<file path="config.mk">
export PLATFORM = sky130hd
export DESIGN_NAME = rb_accum
export DESIGN_NICKNAME = d
export VERILOG_FILES = /design/src/rtl/rb_accum_pkg.sv /design/src/rtl/rb_row_add.sv /design/src/rtl/rb_conv.sv /design/src/rtl/rb_accum.sv
export SDC_FILE = /design/constraint.sdc
export NUM_CORES = 1
export LEC_CHECK = 0
export BUFFER_PORTS_ARGS = -buffer_cell sky130_fd_sc_hd__buf_2
export CORE_MARGIN = 1.5
export CORE_UTILIZATION = 34
export DETAILED_ROUTE_END_ITERATION = 7
export GPL_TIMING_DRIVEN = 1
export PLACE_DENSITY = 0.64
export SETUP_SLACK_MARGIN = 0.5
export SLEW_MARGIN = 10
export SYNTH_ARGS = -nofsm -noshare
export SYNTH_HDL_FRONTEND = slang
export SYNTH_SLANG_ARGS = --single-unit
</file>
<file path="constraint.sdc">
create_clock -name vclk -period 17.77
set_input_delay 3.554 -clock vclk [all_inputs]
set_output_delay 3.554 -clock vclk [all_outputs]
set_load 0.01 [all_outputs]
</file>
<file path="src/rtl/rb_accum_pkg.sv">
package rb_accum_pkg;

    // Value of a two-flag digit as an integer.
    function automatic int dig_val(input logic p, input logic m);
        return (p ? 1 : 0) - (m ? 1 : 0);
    endfunction

    // Transfer digit {p,m} sent upward from a position.
    // low_neg: the next lower position holds at least one -1 operand.
    function automatic logic [1:0] rb_xfer(input logic xp, input logic xm,
                                           input logic yp, input logic ym,
                                           input logic low_neg);
        int s;
        s = dig_val(xp, xm) + dig_val(yp, ym);
        case (s)
            2:       return 2'b10;
            -2:      return 2'b01;
            1:       return low_neg ? 2'b00 : 2'b10;
            -1:      return low_neg ? 2'b01 : 2'b00;
            default: return 2'b00;
        endcase
    endfunction

    // Interim digit {p,m} kept at a position.
    function automatic logic [1:0] rb_interim(input logic xp, input logic xm,
                                              input logic yp, input logic ym,
                                              input logic low_neg);
        int s;
        s = dig_val(xp, xm) + dig_val(yp, ym);
        if (s == 1 || s == -1) begin
            return low_neg ? 2'b10 : 2'b01;
        end
        return 2'b00;
    endfunction

    // First node index of tree level lvl in a flat node array.
    function automatic int lvl_base(input int rows, input int lvl);
        int b;
        b = 0;
        for (int k = 0; k < lvl; k++) begin
            b = b + (rows >> k);
        end
        return b;
    endfunction

endpackage

</file>
<file path="src/rtl/rb_row_add.sv">
module rb_row_add
    import rb_accum_pkg::*;
#(
    parameter int W = 16
) (
    input  logic [W-1:0] ap,
    input  logic [W-1:0] am,
    input  logic [W-1:0] bp,
    input  logic [W-1:0] bm,
    output logic [W-1:0] sp,
    output logic [W-1:0] sm
);

    logic [W-1:0] wp, wm, lneg;
    logic [W-2:0] tp, tm;

    for (genvar i = 0; i < W; i++) begin : g_dig
        if (i == 0) begin : g_lsb
            assign lneg[i] = 1'b0;
        end else begin : g_mid
            assign lneg[i] = (am[i-1] & ~ap[i-1]) | (bm[i-1] & ~bp[i-1]);
        end

        assign {wp[i], wm[i]} = rb_interim(ap[i], am[i], bp[i], bm[i], lneg[i]);

        // Top position emits no transfer: it is dropped modulo 2^W.
        if (i < W - 1) begin : g_xf
            assign {tp[i], tm[i]} = rb_xfer(ap[i], am[i], bp[i], bm[i], lneg[i]);
        end

        if (i == 0) begin : g_s0
            assign sp[i] = wp[i];
            assign sm[i] = wm[i];
        end else begin : g_sn
            assign sp[i] = (wp[i] & ~tm[i-1]) | (tp[i-1] & ~wm[i]);
            assign sm[i] = (wm[i] & ~tp[i-1]) | (tm[i-1] & ~wp[i]);
        end
    end

endmodule

</file>
<file path="src/rtl/rb_conv.sv">
module rb_conv #(
    parameter int W   = 16,
    parameter int BLK = 4
) (
    input  logic [W-1:0] pv,
    input  logic [W-1:0] mv,
    output logic [W-1:0] bin
);

    localparam int NB  = W / BLK;
    localparam int NP  = NB - 1;
    localparam int STG = (NP > 1) ? $clog2(NP) : 1;

    function automatic logic [BLK:0] blk_add(input logic [BLK-1:0] a,
                                             input logic [BLK-1:0] b,
                                             input logic ci);
        logic [BLK:0] r;
        logic c;
        c = ci;
        for (int i = 0; i < BLK; i++) begin
            r[i] = a[i] ^ b[i] ^ c;
            c    = (a[i] & b[i]) | (c & (a[i] ^ b[i]));
        end
        r[BLK] = c;
        return r;
    endfunction

    function automatic logic [BLK-1:0] blk_sum(input logic [BLK-1:0] a,
                                               input logic [BLK-1:0] b,
                                               input logic ci);
        logic [BLK:0] r;
        r = blk_add(a, b, ci);
        return r[BLK-1:0];
    endfunction

    logic [W-1:0]  mb, s0, s1;
    logic [NP-1:0] bg, bp, gg, pp, gn, pn;

    assign mb = ~mv;

    // Block sums for both carry-ins; block carry-outs for the prefix.
    for (genvar k = 0; k < NB; k++) begin : g_blk
        if (k < NP) begin : g_full
            logic [BLK:0] r0, r1;
            assign r0 = blk_add(pv[k*BLK +: BLK], mb[k*BLK +: BLK], 1'b0);
            assign r1 = blk_add(pv[k*BLK +: BLK], mb[k*BLK +: BLK], 1'b1);
            assign s0[k*BLK +: BLK] = r0[BLK-1:0];
            assign s1[k*BLK +: BLK] = r1[BLK-1:0];
            assign bg[k] = r0[BLK];
            assign bp[k] = r1[BLK];
        end else begin : g_top
            assign s0[k*BLK +: BLK] = blk_sum(pv[k*BLK +: BLK], mb[k*BLK +: BLK], 1'b0);
            assign s1[k*BLK +: BLK] = blk_sum(pv[k*BLK +: BLK], mb[k*BLK +: BLK], 1'b1);
        end
    end

    // Parallel prefix over block carries; pp[k] = carry out of blocks 0..k
    // when the word carry-in is 1 (the +1 of the subtraction).
    always_comb begin
        gg = bg;
        pp = bp;
        gn = bg;
        pn = bp;
        for (int s = 0; s < STG; s++) begin
            gn = gg;
            pn = pp;
            for (int k = 0; k < NP; k++) begin
                int j;
                j = (k >= (1 << s)) ? (k - (1 << s)) : 0;
                if (k >= (1 << s)) begin
                    gn[k] = gg[k] | (pp[k] & gg[j]);
                    pn[k] = gg[k] | (pp[k] & pp[j]);
                end
            end
            gg = gn;
            pp = pn;
        end
    end

    for (genvar k = 0; k < NB; k++) begin : g_sel
        if (k == 0) begin : g_b0
            assign bin[k*BLK +: BLK] = s1[k*BLK +: BLK];
        end else begin : g_bn
            assign bin[k*BLK +: BLK] = pp[k-1] ? s1[k*BLK +: BLK] : s0[k*BLK +: BLK];
        end
    end

endmodule

</file>
<file path="src/rtl/rb_accum.sv">
module rb_accum
    import rb_accum_pkg::*;
#(
    parameter int ROWS = 4,
    parameter int N    = 8,
    parameter int BLK  = 4,
    localparam int W   = 2 * N
) (
    input  logic [ROWS*W-1:0] rows_p_i,
    input  logic [ROWS*W-1:0] rows_m_i,
    output logic [W-1:0]      prod_o
);

    localparam int LVLS  = $clog2(ROWS);
    localparam int NODES = 2 * ROWS - 1;

    logic [W-1:0] np [NODES];
    logic [W-1:0] nm [NODES];

    for (genvar r = 0; r < ROWS; r++) begin : g_leaf
        assign np[r] = rows_p_i[r*W +: W];
        assign nm[r] = rows_m_i[r*W +: W];
    end

    for (genvar l = 0; l < LVLS; l++) begin : g_lvl
        localparam int SRC = lvl_base(ROWS, l);
        localparam int DST = lvl_base(ROWS, l + 1);
        for (genvar j = 0; j < (ROWS >> (l + 1)); j++) begin : g_pair
            rb_row_add #(.W(W)) u_add (
                .ap (np[SRC + 2*j]),
                .am (nm[SRC + 2*j]),
                .bp (np[SRC + 2*j + 1]),
                .bm (nm[SRC + 2*j + 1]),
                .sp (np[DST + j]),
                .sm (nm[DST + j])
            );
        end
    end

    rb_conv #(.W(W), .BLK(BLK)) u_conv (
        .pv  (np[NODES-1]),
        .mv  (nm[NODES-1]),
        .bin (prod_o)
    );

endmodule

</file>
Word-level counts from Yosys, hierarchy flattened
Index checks and enable logic that the tools add are counted.

storage, ports and cells
  input port bits = 128
  word-level logic and storage cells = 1763
  register bits = 0

cells by class
  bitwise gates (word level) = 782
  $add $sub $neg = 144
  muxes and demuxes = 513
  eq/ne operators = 273
  reductions and logical operators = 51

operators by type and width
  kind                                                              number
  32-bit by 1-bit == test with 1-bit output, second input constant  93
  32-bit by 2-bit == test with 1-bit output, second input constant  93
  32-bit subtractor                                                 93
  32-bit == test, second input constant                             87
  32-bit adder                                                      48
  2-bit 2-to-1 mux                                                  183
  2-bit case mux with 4 select lines                                42
  1-bit AND                                                         308
  1-bit 2-to-1 mux                                                  282
  1-bit inverter                                                    274
  1-bit OR                                                          162
  2-bit by 32-bit subtractor with 32-bit output                     3
  1-bit logical OR                                                  48
  1-bit bitwise XOR                                                 37
  16-bit inverter                                                   1
  4-bit 2-to-1 mux                                                  3
  2-bit case mux with 2 select lines                                3
  2-bit OR reduction                                                3

Logic depth before layout (Yosys ltp)
  depth after elaboration = 34
  gate-level depth with buffers = 37
  depth with buffers taken out = 37

By module
Synthesis repeated with hierarchy kept, for this count alone.

second synthesis, totals
  cells, all modules = 1226
  area total of the unflattened synthesis = 9049.9 µm²

by module, submodules not included
  module                                 instances  area an instance (µm²)  cells each
  rb_row_add (g_lvl[1].g_pair[0].u_add)  1          2834.0                  384
  rb_row_add (g_lvl[0].g_pair[1].u_add)  1          2811.4                  384
  rb_row_add (g_lvl[0].g_pair[0].u_add)  1          2751.4                  375
  rb_conv                                1          653.1                   83

Worst setup path after synthesis
No wires, ideal clock.

  path type = input to output
  start point = input port rows_p_i[18]
  end point = output port prod_o[15]
  path buffers = 0
  arrival = 10.548 ns
  slack = 3.668 ns
  stages = 35
  path through = inv_1 fa_1 inv_1 ha_1 inv_1 ha_1 xor2_1 and2_1 a221oi_1 nor2_1 fa_1 ha_1 inv_1 ha_1 xnor2_1 nor2_1 o21ai_0 nand2_1 o21ai_0 or3_1 fa_1 fa_1 nor2b_1 o21a_1 o21a_1 o21a_1 o221ai_1 and4_1 nor3_1 fa_1 fa_1 nand2_1 a2111oi_0 a41oi_1 o211ai_1

between the ends
  cells in the longest elaborated chain, start to end = 32
  elaborated cells on any way between the ends = 194
  those cells by class = add/sub: 8; eq/ne: 24; mux: 40; bitwise: 118; reduce/logical: 4

RTL lines
  what                                                        RTL line        text
  from (decl)                                                 rb_accum.sv:9   input logic [ROWS*W-1:0] rows_p_i,
  branches (longest 30 deep; another with 32-bit subtractor)  n/a
  1-bit OR *                                                  rb_conv.sv:72   pn[k] = gg[k] | (pp[k] & pp[j]);
  4-bit 2-to-1 mux *                                          rb_conv.sv:84   assign bin[k*BLK +: BLK] = pp[k-1] ? s1[k*BLK +: BLK] : s0[k*BLK +: BLK];
  to (decl)                                                   rb_accum.sv:11  output logic [W-1:0] prod_o

Every way passes the cells marked *. The select of a mux whose other input is x is not followed.

Worst setup path in the final report
  start point = input port rows_p_i[50]
  end point = output port prod_o[15]

Same word-level chain as after synthesis.

==> summary.md <==
| Metric | Value |
|---|---|
| Outcome | finished, final reports clean |
| Setup tns final | 0 ps |
| First-pass GRT wire length | 31500 microns |
| Slowest-stage cell, CP | fa_1 |
| Max Fanout on Critical Path | 6 |
| Most frequent cells in the layout | 201 x inv_1, 144 x buf_2, 108 x ha_1, 69 x nand2_1, 68 x a21oi_1 |
| Sequential cell count | 0 |
| Vias | 8206 |
| Arrival time worst endpoint | 11470 ps |
| Setup CP Type | in2out |
| Post-Syn Nets | 1409 |
| RSZ-0062 raised after global routing | false |
| Final WL | 18700 microns |
| Worst-margin pin slew | 591 ps |
| Fmax | 66.6 MHz |
| Cells after DPL | 1582 |
| Post-synth top area cell | ha_1 |
| Synth unique cells | 80 |
| Max Cap Viol | 0 |
| Post-CTS Setup Bufs | 0 |
| N_diodes | 0 |
| Largest cells by area after synthesis | ha_1 17%, fa_1 13%, inv_1 9.4% |
| Crit path largest cell delay | 530 ps |
| Tightest Hold Check Type | in2out |
| RePlAce Congestion | 0.803 |
| # resized after CTS | 0 |
| Fin crit period | 15020 ps |
| Synth Cell Area | 8050 sq um |
| Initial DRC Count | 422 |
| Finished Cell Area | 9170 sq um |
| Per-cell routed wire length | 11.8 microns |
| CP Capture Type | output pin |
| Vias in the first global route | 7324 |
| Drt first pass iters | 5 |
| PortBufs | 144 |
| Clock Buffer Count | 0 |
| Register cell area after layout | 0 sq um |
| Total gr overflow | 0 |
| Die W | 157 microns |
| Proportion of layout cells with a drive suffix above 1 | 15.0% |
| Area fraction of the dominant cell type after synthesis | 16.8% |
| Gr usage total | 14.6% |
| Num ports | 144 |
| Post-Synthesis Cells | 1121 |
| Cell row count | 56 |
| Largest net degree at the start of global routing | 10 |
| Via/cell ratio | 5.19 |
| Hold Path Cell Cnt | 5 |
| Initial Util | 34.5% |
| Most used cell, CP | fa_1 |
| Initial antenna violation count | 0 |
| DRC | 0 |
| Post-detail-place hpwl | 16600 microns |
| Layout Nets | 1553 |
| Startpoint Class | primary input |
| Die area | 24600 sq um |
| Critical path required time | 14220 ps |
| DRT antenna net count | 0 |
| Hold Fails Final Rpt | 0 |
| Synth Warn # | 0 |
| Avg Cell Area, Syn | 7.18 sq um |
| Area Growth Syn to Fin | 13.8% |
| Post-synthesis sequential area ratio | 0% |
| Post-DP Area | 9170 sq um |
| Final period util | 84.5% |
| Commonest non-fill, non-tap cell in the layout | inv_1 |
| Hold Buf Count CTS | 0 |
| Setup-failing EPs final | 0 |
| Non-Filler Instances | 1582 |
| Slew Viols, Final | 0 |
| Slew HR | 60.3% |
| Total core area | 23300 sq um |
| Die Span Y | 157 microns |
-- per-stage QoR --
stage,utilization [%],hold WS (ps),setup slack (ps)
2_1_floorplan,-,7620,3670
3_3_place_gp,39.3,7900,3000
3_5_place_dp,39.3,7910,2780
4_1_cts,39.3,7910,2780
5_1_grt,39.3,7960,2020
6_report,39.3,7900,2750
-- metal layers --
layer  share of wire (%)  up-vias  GRT usage [%]
li1                    -     4255              -
met1                  50     3763           20.6
met2                  46      178           25.9
met3                 3.6       10          0.441
met4                0.39        0          0.726
met5                   0        -              0
-- critical path, delay by kind of cell --
kind	cells	cell delay (ps)
and+or+nand+nor	8	1550
AOI/OAI and AO/OA	11	2170
buffers and inverters	6	440
xor gates and xnor gates	2	410
adders and majority gates	10	3340
-- cells in the mapped netlist, types with 13 or more instances --
cell type and n:
a31oi_1 24, fa_1 52, nand2_1 69, nand3_1 27
o21a_1 15, nor2b_1 51, o21ai_0 54, inv_1 201
or2_2 17, a211oi_1 14, nor2_1 67, nand2b_1 44
o211ai_1 13, xor2_1 42, and2_1 26, ha_1 108
xnor2_1 18, a21oi_1 68
-- cells by family (layout without fill, tap and decap cells) --
group | after synthesis | in the layout | synth area share, %
AOI/OAI and AO/OA | 325 | 325 | 28.9
and+or+nand+nor | 368 | 368 | 24.7
xor gates and xnor gates | 60 | 60 | 6.52
adders and majority gates | 160 | 160 | 29.7
buffers and inverters | 203 | 345 | 9.48
muxes | 5 | 5 | 0.652
-- path summary, 6_finish.rpt --
| path | startpoint | end | slack [ps] |
|---|---|---|---|
| min | rows_p_i[0] | prod_o[0] | 7900 |
| max | rows_p_i[50] | prod_o[15] | 2750 |
-- final cells by class --
cell class	instances	area, sq um
Inverter	201	754
Multi-Input combinational cell	918	7290
Tap cell	319	399
Fill cell	2451	14200
Timing Repair Buffer	144	721
Power is left out: the tool's default activity adds up to more than one toggle a clock period on the data nets, which glitch-free logic cannot reach.
